$ cat config.mk
export PLATFORM = sky130hd
export DESIGN_NAME = dram_mux_ctrl
export DESIGN_NICKNAME = d
export VERILOG_FILES = /design/src/rtl/dram_ctrl_pkg.sv /design/src/rtl/dram_refresh_sched.sv /design/src/rtl/dram_strobe_fsm.sv /design/src/rtl/dram_mux_ctrl.sv
export SDC_FILE = /design/constraint.sdc
export NUM_CORES = 1
export LEC_CHECK = 0
export CAP_MARGIN = 20
export CORE_ASPECT_RATIO = 1.4
export CORE_MARGIN = 1.5
export CORE_UTILIZATION = 50
export CTS_CLUSTER_SIZE = 14
export DETAILED_ROUTE_END_ITERATION = 16
export PLACE_DENSITY = 0.78
export SYNTH_ARGS = -nofsm -noshare
export SYNTH_HDL_FRONTEND = slang
export SYNTH_SLANG_ARGS = --single-unit
$ cat constraint.sdc
create_clock -name clk -period 4 [get_ports clk]
set_input_delay 1 -clock clk [delete_from_list [all_inputs] [get_ports clk]]
set_output_delay 1 -clock clk [all_outputs]
set_load 0.02 [all_outputs]
$ cat src/rtl/dram_ctrl_pkg.sv
package dram_ctrl_pkg;

  typedef enum logic [2:0] {
    PH_IDLE,
    PH_SETUP,
    PH_RAS,
    PH_CAS,
    PH_PRE
  } phase_e;

  function automatic int at_least_one(input int v);
    return (v < 1) ? 1 : v;
  endfunction

endpackage

$ cat src/rtl/dram_refresh_sched.sv
module dram_refresh_sched #(
  parameter int ROW_W        = 11,
  parameter int REF_INTERVAL = 780
) (
  input  logic             clk,
  input  logic             rst,
  input  logic             ref_take,
  output logic             ref_pend,
  output logic [ROW_W-1:0] ref_row
);
  localparam int IVL   = dram_ctrl_pkg::at_least_one(REF_INTERVAL);
  localparam int CNT_W = (IVL > 1) ? $clog2(IVL) : 1;

  logic [CNT_W-1:0] tick_cnt;

  always_ff @(posedge clk) begin
    if (rst) begin
      tick_cnt <= CNT_W'(IVL - 1);
      ref_pend <= 1'b0;
      ref_row  <= '0;
    end else begin
      if (ref_take) begin
        ref_pend <= 1'b0;
        ref_row  <= ref_row + 1'b1;
      end
      if (tick_cnt == '0) begin
        tick_cnt <= CNT_W'(IVL - 1);
        ref_pend <= 1'b1;
      end else begin
        tick_cnt <= tick_cnt - 1'b1;
      end
    end
  end

endmodule

$ cat src/rtl/dram_strobe_fsm.sv
module dram_strobe_fsm #(
  parameter int ROW_W   = 11,
  parameter int COL_W   = 11,
  parameter int DATA_W  = 4,
  parameter int T_SETUP = 1,
  parameter int T_RCD   = 2,
  parameter int T_CAS   = 2,
  parameter int T_PRE   = 2
) (
  input  logic                   clk,
  input  logic                   rst,
  input  logic                   req_valid,
  input  logic                   req_write,
  input  logic [ROW_W+COL_W-1:0] req_addr,
  input  logic [DATA_W-1:0]      req_wdata,
  output logic                   req_ready,
  output logic                   rd_valid,
  output logic [DATA_W-1:0]      rd_data,
  input  logic                   ref_pend,
  input  logic [ROW_W-1:0]       ref_row,
  output logic                   ref_take,
  output logic [ROW_W-1:0]       dram_addr,
  output logic                   dram_ras_n,
  output logic                   dram_cas_n,
  output logic                   dram_we_n,
  output logic                   dram_oe_n,
  output logic [DATA_W-1:0]      dram_dq_o,
  output logic                   dram_dq_oe,
  input  logic [DATA_W-1:0]      dram_dq_i
);
  import dram_ctrl_pkg::*;

  localparam int LS    = at_least_one(T_SETUP);
  localparam int LR    = at_least_one(T_RCD);
  localparam int LC    = at_least_one(T_CAS);
  localparam int LP    = at_least_one(T_PRE);
  localparam int LMAX  = (LS > LR ? LS : LR) > (LC > LP ? LC : LP) ?
                         (LS > LR ? LS : LR) : (LC > LP ? LC : LP);
  localparam int CNT_W = (LMAX > 1) ? $clog2(LMAX) : 1;

  phase_e           phase_q, ph_nx;
  logic [CNT_W-1:0] cnt_q, cnt_nx;
  logic             is_ref_q, wr_q;
  logic [ROW_W-1:0] row_q;
  logic [COL_W-1:0] col_q;
  logic [DATA_W-1:0] wd_q;

  logic             accept, last;
  logic             ref_nx, wr_nx;
  logic [ROW_W-1:0] row_nx;
  logic [COL_W-1:0] col_nx;
  logic [DATA_W-1:0] wd_nx;
  logic             cas_nx;

  assign req_ready = (phase_q == PH_IDLE) && !ref_pend;
  assign accept    = req_ready && req_valid;
  assign ref_take  = (phase_q == PH_IDLE) && ref_pend;
  assign last      = (cnt_q == '0);

  always_comb begin
    ph_nx  = phase_q;
    cnt_nx = cnt_q;
    unique case (phase_q)
      PH_IDLE:  if (ref_take || accept) begin
                  ph_nx = PH_SETUP; cnt_nx = CNT_W'(LS - 1);
                end
      PH_SETUP: if (last) begin ph_nx = PH_RAS; cnt_nx = CNT_W'(LR - 1); end
                else cnt_nx = cnt_q - 1'b1;
      PH_RAS:   if (last) begin ph_nx = PH_CAS; cnt_nx = CNT_W'(LC - 1); end
                else cnt_nx = cnt_q - 1'b1;
      PH_CAS:   if (last) begin ph_nx = PH_PRE; cnt_nx = CNT_W'(LP - 1); end
                else cnt_nx = cnt_q - 1'b1;
      PH_PRE:   if (last) ph_nx = PH_IDLE;
                else cnt_nx = cnt_q - 1'b1;
      default:  ph_nx = PH_IDLE;
    endcase
  end

  always_comb begin
    ref_nx = is_ref_q;
    wr_nx  = wr_q;
    row_nx = row_q;
    col_nx = col_q;
    wd_nx  = wd_q;
    if (ref_take) begin
      ref_nx = 1'b1;
      wr_nx  = 1'b0;
      row_nx = ref_row;
    end else if (accept) begin
      ref_nx = 1'b0;
      wr_nx  = req_write;
      row_nx = req_addr[ROW_W+COL_W-1:COL_W];
      col_nx = req_addr[COL_W-1:0];
      wd_nx  = req_wdata;
    end
    cas_nx = (ph_nx == PH_CAS) && !ref_nx;
  end

  always_ff @(posedge clk) begin
    if (rst) begin
      phase_q    <= PH_IDLE;
      cnt_q      <= '0;
      is_ref_q   <= 1'b0;
      wr_q       <= 1'b0;
      row_q      <= '0;
      col_q      <= '0;
      wd_q       <= '0;
      dram_addr  <= '0;
      dram_ras_n <= 1'b1;
      dram_cas_n <= 1'b1;
      dram_we_n  <= 1'b1;
      dram_oe_n  <= 1'b1;
      dram_dq_o  <= '0;
      dram_dq_oe <= 1'b0;
      rd_valid   <= 1'b0;
      rd_data    <= '0;
    end else begin
      phase_q    <= ph_nx;
      cnt_q      <= cnt_nx;
      is_ref_q   <= ref_nx;
      wr_q       <= wr_nx;
      row_q      <= row_nx;
      col_q      <= col_nx;
      wd_q       <= wd_nx;
      dram_addr  <= (ph_nx == PH_CAS) ? ROW_W'(col_nx) : row_nx;
      dram_ras_n <= !((ph_nx == PH_RAS) || (ph_nx == PH_CAS));
      dram_cas_n <= !cas_nx;
      dram_we_n  <= !(cas_nx && wr_nx);
      dram_oe_n  <= !(cas_nx && !wr_nx);
      dram_dq_o  <= wd_nx;
      dram_dq_oe <= cas_nx && wr_nx;
      rd_valid   <= 1'b0;
      if ((phase_q == PH_CAS) && last && !is_ref_q && !wr_q) begin
        rd_valid <= 1'b1;
        rd_data  <= dram_dq_i;
      end
    end
  end

endmodule

$ cat src/rtl/dram_mux_ctrl.sv
module dram_mux_ctrl #(
  parameter int ROW_W        = 11,
  parameter int COL_W        = 11,
  parameter int DATA_W       = 4,
  parameter int T_SETUP      = 1,
  parameter int T_RCD        = 2,
  parameter int T_CAS        = 2,
  parameter int T_PRE        = 2,
  parameter int REF_INTERVAL = 780
) (
  input  logic                   clk,
  input  logic                   rst,
  input  logic                   req_valid,
  input  logic                   req_write,
  input  logic [ROW_W+COL_W-1:0] req_addr,
  input  logic [DATA_W-1:0]      req_wdata,
  output logic                   req_ready,
  output logic                   rd_valid,
  output logic [DATA_W-1:0]      rd_data,
  output logic [ROW_W-1:0]       dram_addr,
  output logic                   dram_ras_n,
  output logic                   dram_cas_n,
  output logic                   dram_we_n,
  output logic                   dram_oe_n,
  output logic [DATA_W-1:0]      dram_dq_o,
  output logic                   dram_dq_oe,
  input  logic [DATA_W-1:0]      dram_dq_i
);
  logic             ref_pend, ref_take;
  logic [ROW_W-1:0] ref_row;

  dram_refresh_sched #(
    .ROW_W(ROW_W), .REF_INTERVAL(REF_INTERVAL)
  ) u_ref (
    .clk(clk), .rst(rst), .ref_take(ref_take),
    .ref_pend(ref_pend), .ref_row(ref_row)
  );

  dram_strobe_fsm #(
    .ROW_W(ROW_W), .COL_W(COL_W), .DATA_W(DATA_W),
    .T_SETUP(T_SETUP), .T_RCD(T_RCD), .T_CAS(T_CAS), .T_PRE(T_PRE)
  ) u_fsm (
    .clk(clk), .rst(rst),
    .req_valid(req_valid), .req_write(req_write),
    .req_addr(req_addr), .req_wdata(req_wdata),
    .req_ready(req_ready), .rd_valid(rd_valid), .rd_data(rd_data),
    .ref_pend(ref_pend), .ref_row(ref_row), .ref_take(ref_take),
    .dram_addr(dram_addr), .dram_ras_n(dram_ras_n),
    .dram_cas_n(dram_cas_n), .dram_we_n(dram_we_n),
    .dram_oe_n(dram_oe_n), .dram_dq_o(dram_dq_o),
    .dram_dq_oe(dram_dq_oe), .dram_dq_i(dram_dq_i)
  );

endmodule

==> flow_summary_export.csv, run 1 <==
group,metric,value,unit
outcome,status,"finished, final reports clean",
setup_path,critPathLaunchType,"flip-flop",
clock_tree,htree_levels,3,
flow_run,drv_cap,0,
timing,relSlewSlack,0.368,
logic_synthesis,synthSimpleGateAreaFrac,0.199,
logic_synthesis,synth_edf_count,0,
cells_and_area,fillers,485,
clock_tree,clockBufferDepth,2,
cells_and_area,final-seq-area,0.00150,mm^2
cells_and_area,drive_above_1_share,0.0736,
power_and_ir_drop,peakVddDrop,0.000339,V
route,post_drt_wl_per_cell,14.6,um
timing,period_share,0.768,
floorplan,die_y,93.4,um
timing,setup_tns,0,ns
clock_tree,clk_latency,0.34,ns
logic_synthesis,post_synth.cell_area_avg,9.41,um^2
logic_synthesis,synth_compound_area_frac,0.139,
cells_and_area,antennaDiodeCount,0,
setup_path,cp_top_family,"buffers and inverters",
logic_synthesis,yosysTopAreaCell,"dfxtp_1",
timing,tightest_slew,0.935,ns
logic_synthesis,synth_top_area_share,0.515,
floorplan,rows,32,
hold_path,hp-class,"reg -> reg",
route,vias,2402,
logic_synthesis,synthMuxAreaShare,0.0515,
grt,grt_max_degree,28,
logic_synthesis,synth_nets,346,
logic_synthesis,synth_cells,310,
timing,finalMaxSlewViolations,0,
route,drc_errors,0,
timing,fmax,0.325,GHz
cells_and_area,nets,399,
logic_synthesis,yosysWarnings,0,
route,totalWireLength,6360,um
floorplan,dieWidth,67.6,um
logic_synthesis,ys.flop_type,"dfxtp_1",
logic_synthesis,synth_top_family_by_area,"simple AND/OR/NAND/NOR gates",
timing,rsz0062_at_grt,"no",
setup_path,critical_path_required,3.00,ns
place,hpwl,4350,um
setup_path,critPathBufInv,2,
place,io_buffers,59,
power_and_ir_drop,powerDensity,551,mW/mm^2
floorplan,start_util,0.524,
grt,grtUsageTotal,0.219,
cells_and_area,instances_no_fill,435,
logic_synthesis,netlist_area,0.00292,mm^2
place,dp_worst_setup_slack,1.02,ns
timing,fin_ws,0.928,ns
floorplan,coreArea,0.00557,mm^2
logic_synthesis,synth_area_leaders,"dfxtp_1 (51%), nor2_1 (5.8%), o32ai_1 (5.4%), mux2i_1 (5.1%), xnor2_1 (3.9%)",
clock_tree,post_cts_buffers,0,
timing,hold_viol,0,
logic_synthesis,synth_seq_cells,75,
logic_synthesis,synth_cell_types,44,
clock_tree,hold_buffers,0,
power_and_ir_drop,power,2.03,mW
place,post-place-cells,420,
clock_tree,clkSlewWorstSetupHoldPaths,0.07,ns
power_and_ir_drop,p_leak,1.37,nW
timing,finalClockSkew,0.00702,ns
setup_path,end_kind,"output pin",
setup_path,cp.arrival,2.07,ns
clock_tree,clock_sink_count,75,
timing,layout_min_cycle_time,3.07,ns
logic_synthesis,synthXorXnorAreaFrac,0.0450,
setup_path,cpPeakStageDelay,0.62,ns
logic_synthesis,synthAdderAreaFrac,0.00858,
grt,antenna_found_initial,0,
floorplan,ios,60,
grt,grt_pass1_vias,2329,
route,dr.pass1.iters,4,
route,drt_iter0_markers,214,
route,ant_nets,0,
grt,grt_pass1_wl,10500,um
clock_tree,cts_tree,"yes",
timing,setup_viol,0,
floorplan,die_area,0.00631,mm^2
grt,grt_overflow_total,0,
setup_path,crit_type,"reg -> out",
route,viasPerCell,5.52,
clock_tree,cts_resized,0,
clock_tree,cts_inserted_buffers,9,
setup_path,cp_cell_sequence,"or3_1 -> buf_4 -> nor2_1 -> clkdlybuf4s50_1",
cells_and_area,multi_input_area,0.00129,mm^2
setup_path,cp_max_fo,16,
clock_tree,clk_root_buffer_cell,"clkbuf_8",
cells_and_area,syn_to_final_growth,26.3,%
place,gp_congestion,0.780,
logic_synthesis,async_reset_ff_frac,0,
logic_synthesis,ys_seq_area_frac,0.515,
setup_path,slowest_stage,"clkdlybuf4s50_1",
-- cells in the mapped netlist, drive strengths merged, types with 8 or more instances --
| master | instances |
|---|---|
| dfxtp | 75 |
| nor2 | 46 |
| nand2 | 24 |
| o32ai | 18 |
| nor3 | 17 |
| mux2i | 15 |
| xnor2 | 13 |
| clkbuf | 12 |
| a21oi | 11 |
| o22ai | 11 |
| buf | 8 |
-- flip-flops by register name, summed over array words and instances, names as in the netlist, 3 cells and up --
name and count:
u_ref.tick_cnt 10, u_fsm.wd_q 4, u_fsm.phase_q 3, u_fsm.col_q 11, u_ref.ref_row 11, u_fsm.row_q 11, u_fsm.rd_data 4, u_fsm.dram_addr 11
-- power by group --
group	total, mW	switching, mW	leakage (nW)	internal (mW)
sequential	0.913	0.0591	0.613	0.854
clock	0.522	0.251	0.0953	0.271
combinational	0.595	0.322	0.660	0.273
total	2.03	0.632	1.37	1.40
-- worst paths after layout --
check / to / slack [ns] / cells past startpoint / from
setup / recovery: req_ready / 0.93 / 4 / u_fsm.phase_q[2]$_SDFF_PP0_
hold / removal: u_ref.tick_cnt[0]$_SDFF_PP1_ / 0.41 / 1 / u_ref.tick_cnt[0]$_SDFF_PP1_
setup reg to reg: u_fsm.dram_addr[1]$_SDFF_PP0_ / 1.96 / 5 / u_fsm.phase_q[2]$_SDFF_PP0_
hold reg to reg: u_ref.tick_cnt[0]$_SDFF_PP1_ / 0.41 / 1 / u_ref.tick_cnt[0]$_SDFF_PP1_
-- final cells by class --
type                    count  share of cell area
flip-flops and latches     75               0.407
multi-input cells         209               0.350
repair buffers             62               0.165
clock buffers              13              0.0458
well taps                  68              0.0231
inverters                   6             0.00611
clock inverters             2             0.00272
-- per-stage QoR --
| stage | hold WS [ns] | util | cell area, um^2 |
|---|---|---|---|
| after global placement | 0.394 | 0.630 | 3510 |
| after floorplan | 0.379 | - | 2920 |
| final | 0.413 | 0.662 | 3690 |
| after global routing | 0.432 | 0.662 | 3690 |
| after CTS | 0.413 | 0.662 | 3690 |
| after detailed placement | 0.397 | 0.630 | 3510 |
-- kinds of logic (layout without fill, tap and decap cells) --
group / count (synthesis) / after routing
xor gates and xnor gates: 15 / 15
buffers and inverters: 26 / 83
and+or+nand+nor: 121 / 121
adders and majority gates: 2 / 2
AOI/OAI and AO/OA: 56 / 56
DFF: 75 / 75
muxes: 15 / 15
-- per-layer routing --
layer	part of all wire	GRT usage	vias up	routed length (um)
met5	0	0	-	0
met4	0.017	0.105	0	109
met3	0.039	0.0289	9	245
met2	0.52	0.373	54	3290
met1	0.43	0.265	1128	2710
li1	-	-	1211	-
-- cell usage in the layout, fill, tap and decap left out, drive strengths merged, types with 2 or more instances in the layout --
cell type       n
clkbuf         13
or3             2
nor2           46
o21ai           4
nor2b           4
nor4            4
nand2          24
nand2b          2
nor3b           2
nand3           6
nor3           17
o32ai          18
ha              2
buf             4
o221ai          2
a21oi          11
or4b            2
o22ai          11
mux2i          15
dfxtp          75
xnor2          13
or4             2
clkdlybuf4s50  58
o32a            2
clkinv          2
nand4           2
inv             6
or2             5
xor2            2
Power figures use the tool's default switching activity.
==> run 2, diff against run 1 <==
Settings changed: CORE_UTILIZATION 50 to 45, PLACE_DENSITY 0.78 to 0.74.
Clock period 4 ns to 2.59 ns, I/O delays scaled along.
==> run 2 against run 1 <==
Critical path depth down 1. First-iteration DRC count down 28%. Count of clock-buffer cells in the layout up 2. Combinational power up 59%. Setup slack worse by 0.45 ns. Sequential share of layout area down 0.76 points. Sequential power up 54%. Critical endpoint unchanged. Largest cell class unchanged. Highest routed layer unchanged.
==> flow_summary_export.csv, run 2 (same netlist as run 1, synthesis figures left out) <==
group,metric,value,unit
cells_and_area,antennaDiodeCount,0,
timing,finalMaxSlewViolations,0,
floorplan,die_y,98.3,um
route,ant_nets,0,
cells_and_area,syn_to_final_growth,28.7,%
route,dr.pass1.iters,4,
route,totalWireLength,6590,um
setup_path,rrSetupSlack,0.62,ns
route,drt_iter0_markers,154,
hold_path,hp-class,"reg -> reg",
route,viasPerCell,5.52,
cells_and_area,final_common_cell,"dfxtp_1",
timing,relSlewSlack,0.684,
outcome,status,"finished, final reports clean",
setup_path,timing.rr.start,"u_fsm.phase_q[1]$_SDFF_PP0_",
clock_tree,cts_inserted_buffers,9,
clock_tree,clkSlewWorstSetupHoldPaths,0.07,ns
floorplan,ios,60,
timing,timing.hold.ws,0.411,ns
power_and_ir_drop,p_leak,1.40,nW
floorplan,dieWidth,71.1,um
clock_tree,cts_tree,"yes",
timing,rsz0062_at_grt,"no",
floorplan,coreArea,0.00625,mm^2
cells_and_area,nets,402,
hold_path,whs_path_depth,1,
route,post_drt_wl_per_cell,14.9,um
setup_path,critical_path_required,1.94,ns
timing,period_share,0.814,
setup_path,cp.arrival,1.46,ns
clock_tree,clock_sink_count,75,
timing,setup_viol,0,
hold_path,min_to,"u_ref.tick_cnt[0]$_SDFF_PP1_",
cells_and_area,fillers,540,
grt,antenna_found_initial,0,
grt,grt_overflow_total,0,
clock_tree,clockBufferDepth,2,
timing,setup_tns,0,ns
setup_path,cp_max_fo,9,
setup_path,cp_cell_sequence,"or3_1 -> nor2_1 -> dlymetal6s2s_1",
setup_path,reg2regPathDepth,6,
flow_run,drv_cap,0,
setup_path,r2r-end,"u_fsm.dram_addr[3]$_SDFF_PP0_",
setup_path,crit_type,"reg -> out",
floorplan,rows,34,
timing,hold_viol,0,
clock_tree,clk_root_buffer_cell,"clkbuf_8",
place,hpwl,4470,um
timing,tightest_slew,0.473,ns
place,gp_congestion,0.815,
clock_tree,htree_levels,3,
floorplan,die_area,0.00698,mm^2
timing,fmax,0.474,GHz
floorplan,start_util,0.467,
timing,layout_min_cycle_time,2.11,ns
power_and_ir_drop,power,3.27,mW
hold_path,min_from,"u_ref.tick_cnt[0]$_SDFF_PP1_",
grt,grt_max_degree,40,
setup_path,critPathLaunchType,"flip-flop",
timing,finalClockSkew,0.00436,ns
grt,grtUsageTotal,0.201,
cells_and_area,final_cell_mix,"dfxtp_1 (75), clkdlybuf4s50_1 (57), nor2_1 (45)",
power_and_ir_drop,peakVddDrop,0.000698,V
grt,grt_pass1_vias,2415,
clock_tree,clk_latency,0.34,ns
route,drc_errors,0,
power_and_ir_drop,powerDensity,871,mW/mm^2
setup_path,end_kind,"output pin",
setup_path,slowest_stage,"or3_1",
place,io_buffers,59,
cells_and_area,drive_above_1_share,0.0782,
setup_path,cpPeakStageDelay,0.41,ns
setup_path,crit_start,"u_fsm.phase_q[1]$_SDFF_PP0_",
grt,grt_pass1_wl,11100,um
route,vias,2446,
==> run 2: how the worst max path moves through the flow <==
stage | to | slack [ns] | cells after the start
CTS | req_ready | 0.08 | 3
finish | req_ready | 0.48 | 3
global route | req_ready | 0.37 | 3
detailed placement | u_fsm.dram_addr[3]$_SDFF_PP0_ | 0.33 | 6
global placement | u_fsm.dram_addr[2]$_SDFF_PP0_ | 0.45 | 6
floorplan | req_ready | 0.53 | 5
==> run 2: per-layer routing <==
layer  track usage  up-vias  wire (um)
met5             0        -          0
met4        0.0943        0        102
met3        0.0599        8        271
met2         0.333       57       3330
met1         0.237     1162       2890
li1              -     1219          -
==> run 2: power breakdown <==
part	internal, mW	switching, mW	leakage [nW]
sequential	1.32	0.0892	0.613
clock	0.526	0.390	0.104
combinational	0.437	0.510	0.685
total	2.28	0.989	1.40
==> run 2: layout make-up <==
type                       count  area (um^2)  share of cell area
clock buffer                  15          176              0.0470
clock inverter                 1         30.0             0.00799
inverter                       6         22.5             0.00600
multi-input combinational    209         1290               0.343
sequential                    75         1500               0.400
tap                           72         90.1              0.0240
timing repair buffer          65          646               0.172
==> run 2: through the flow <==
stage	setup WS (ns)	instances	area (um^2)	util
floorplan	0.526	310	2920	-
global placement	0.452	427	3550	0.567
detailed placement	0.334	427	3550	0.567
CTS	0.0779	443	3750	0.600
global route	0.374	443	3760	0.601
finish	0.482	443	3760	0.601
==> run 2: repair_timing <==
action	4_1_cts	5_1_grt
hold buffers	0	0
setup endpoints to repair	0	1
gates resized for setup	0	1
setup buffers	0	0
==> run 2: worst max-delay path: cells and delay by family (launching register included) <==
| kind | cells | cell delay, ns |
|---|---|---|
| buffers and inverters | 1 | 0.23 |
| AND/OR/NAND/NOR | 2 | 0.50 |
| flip-flops | 1 | 0.39 |
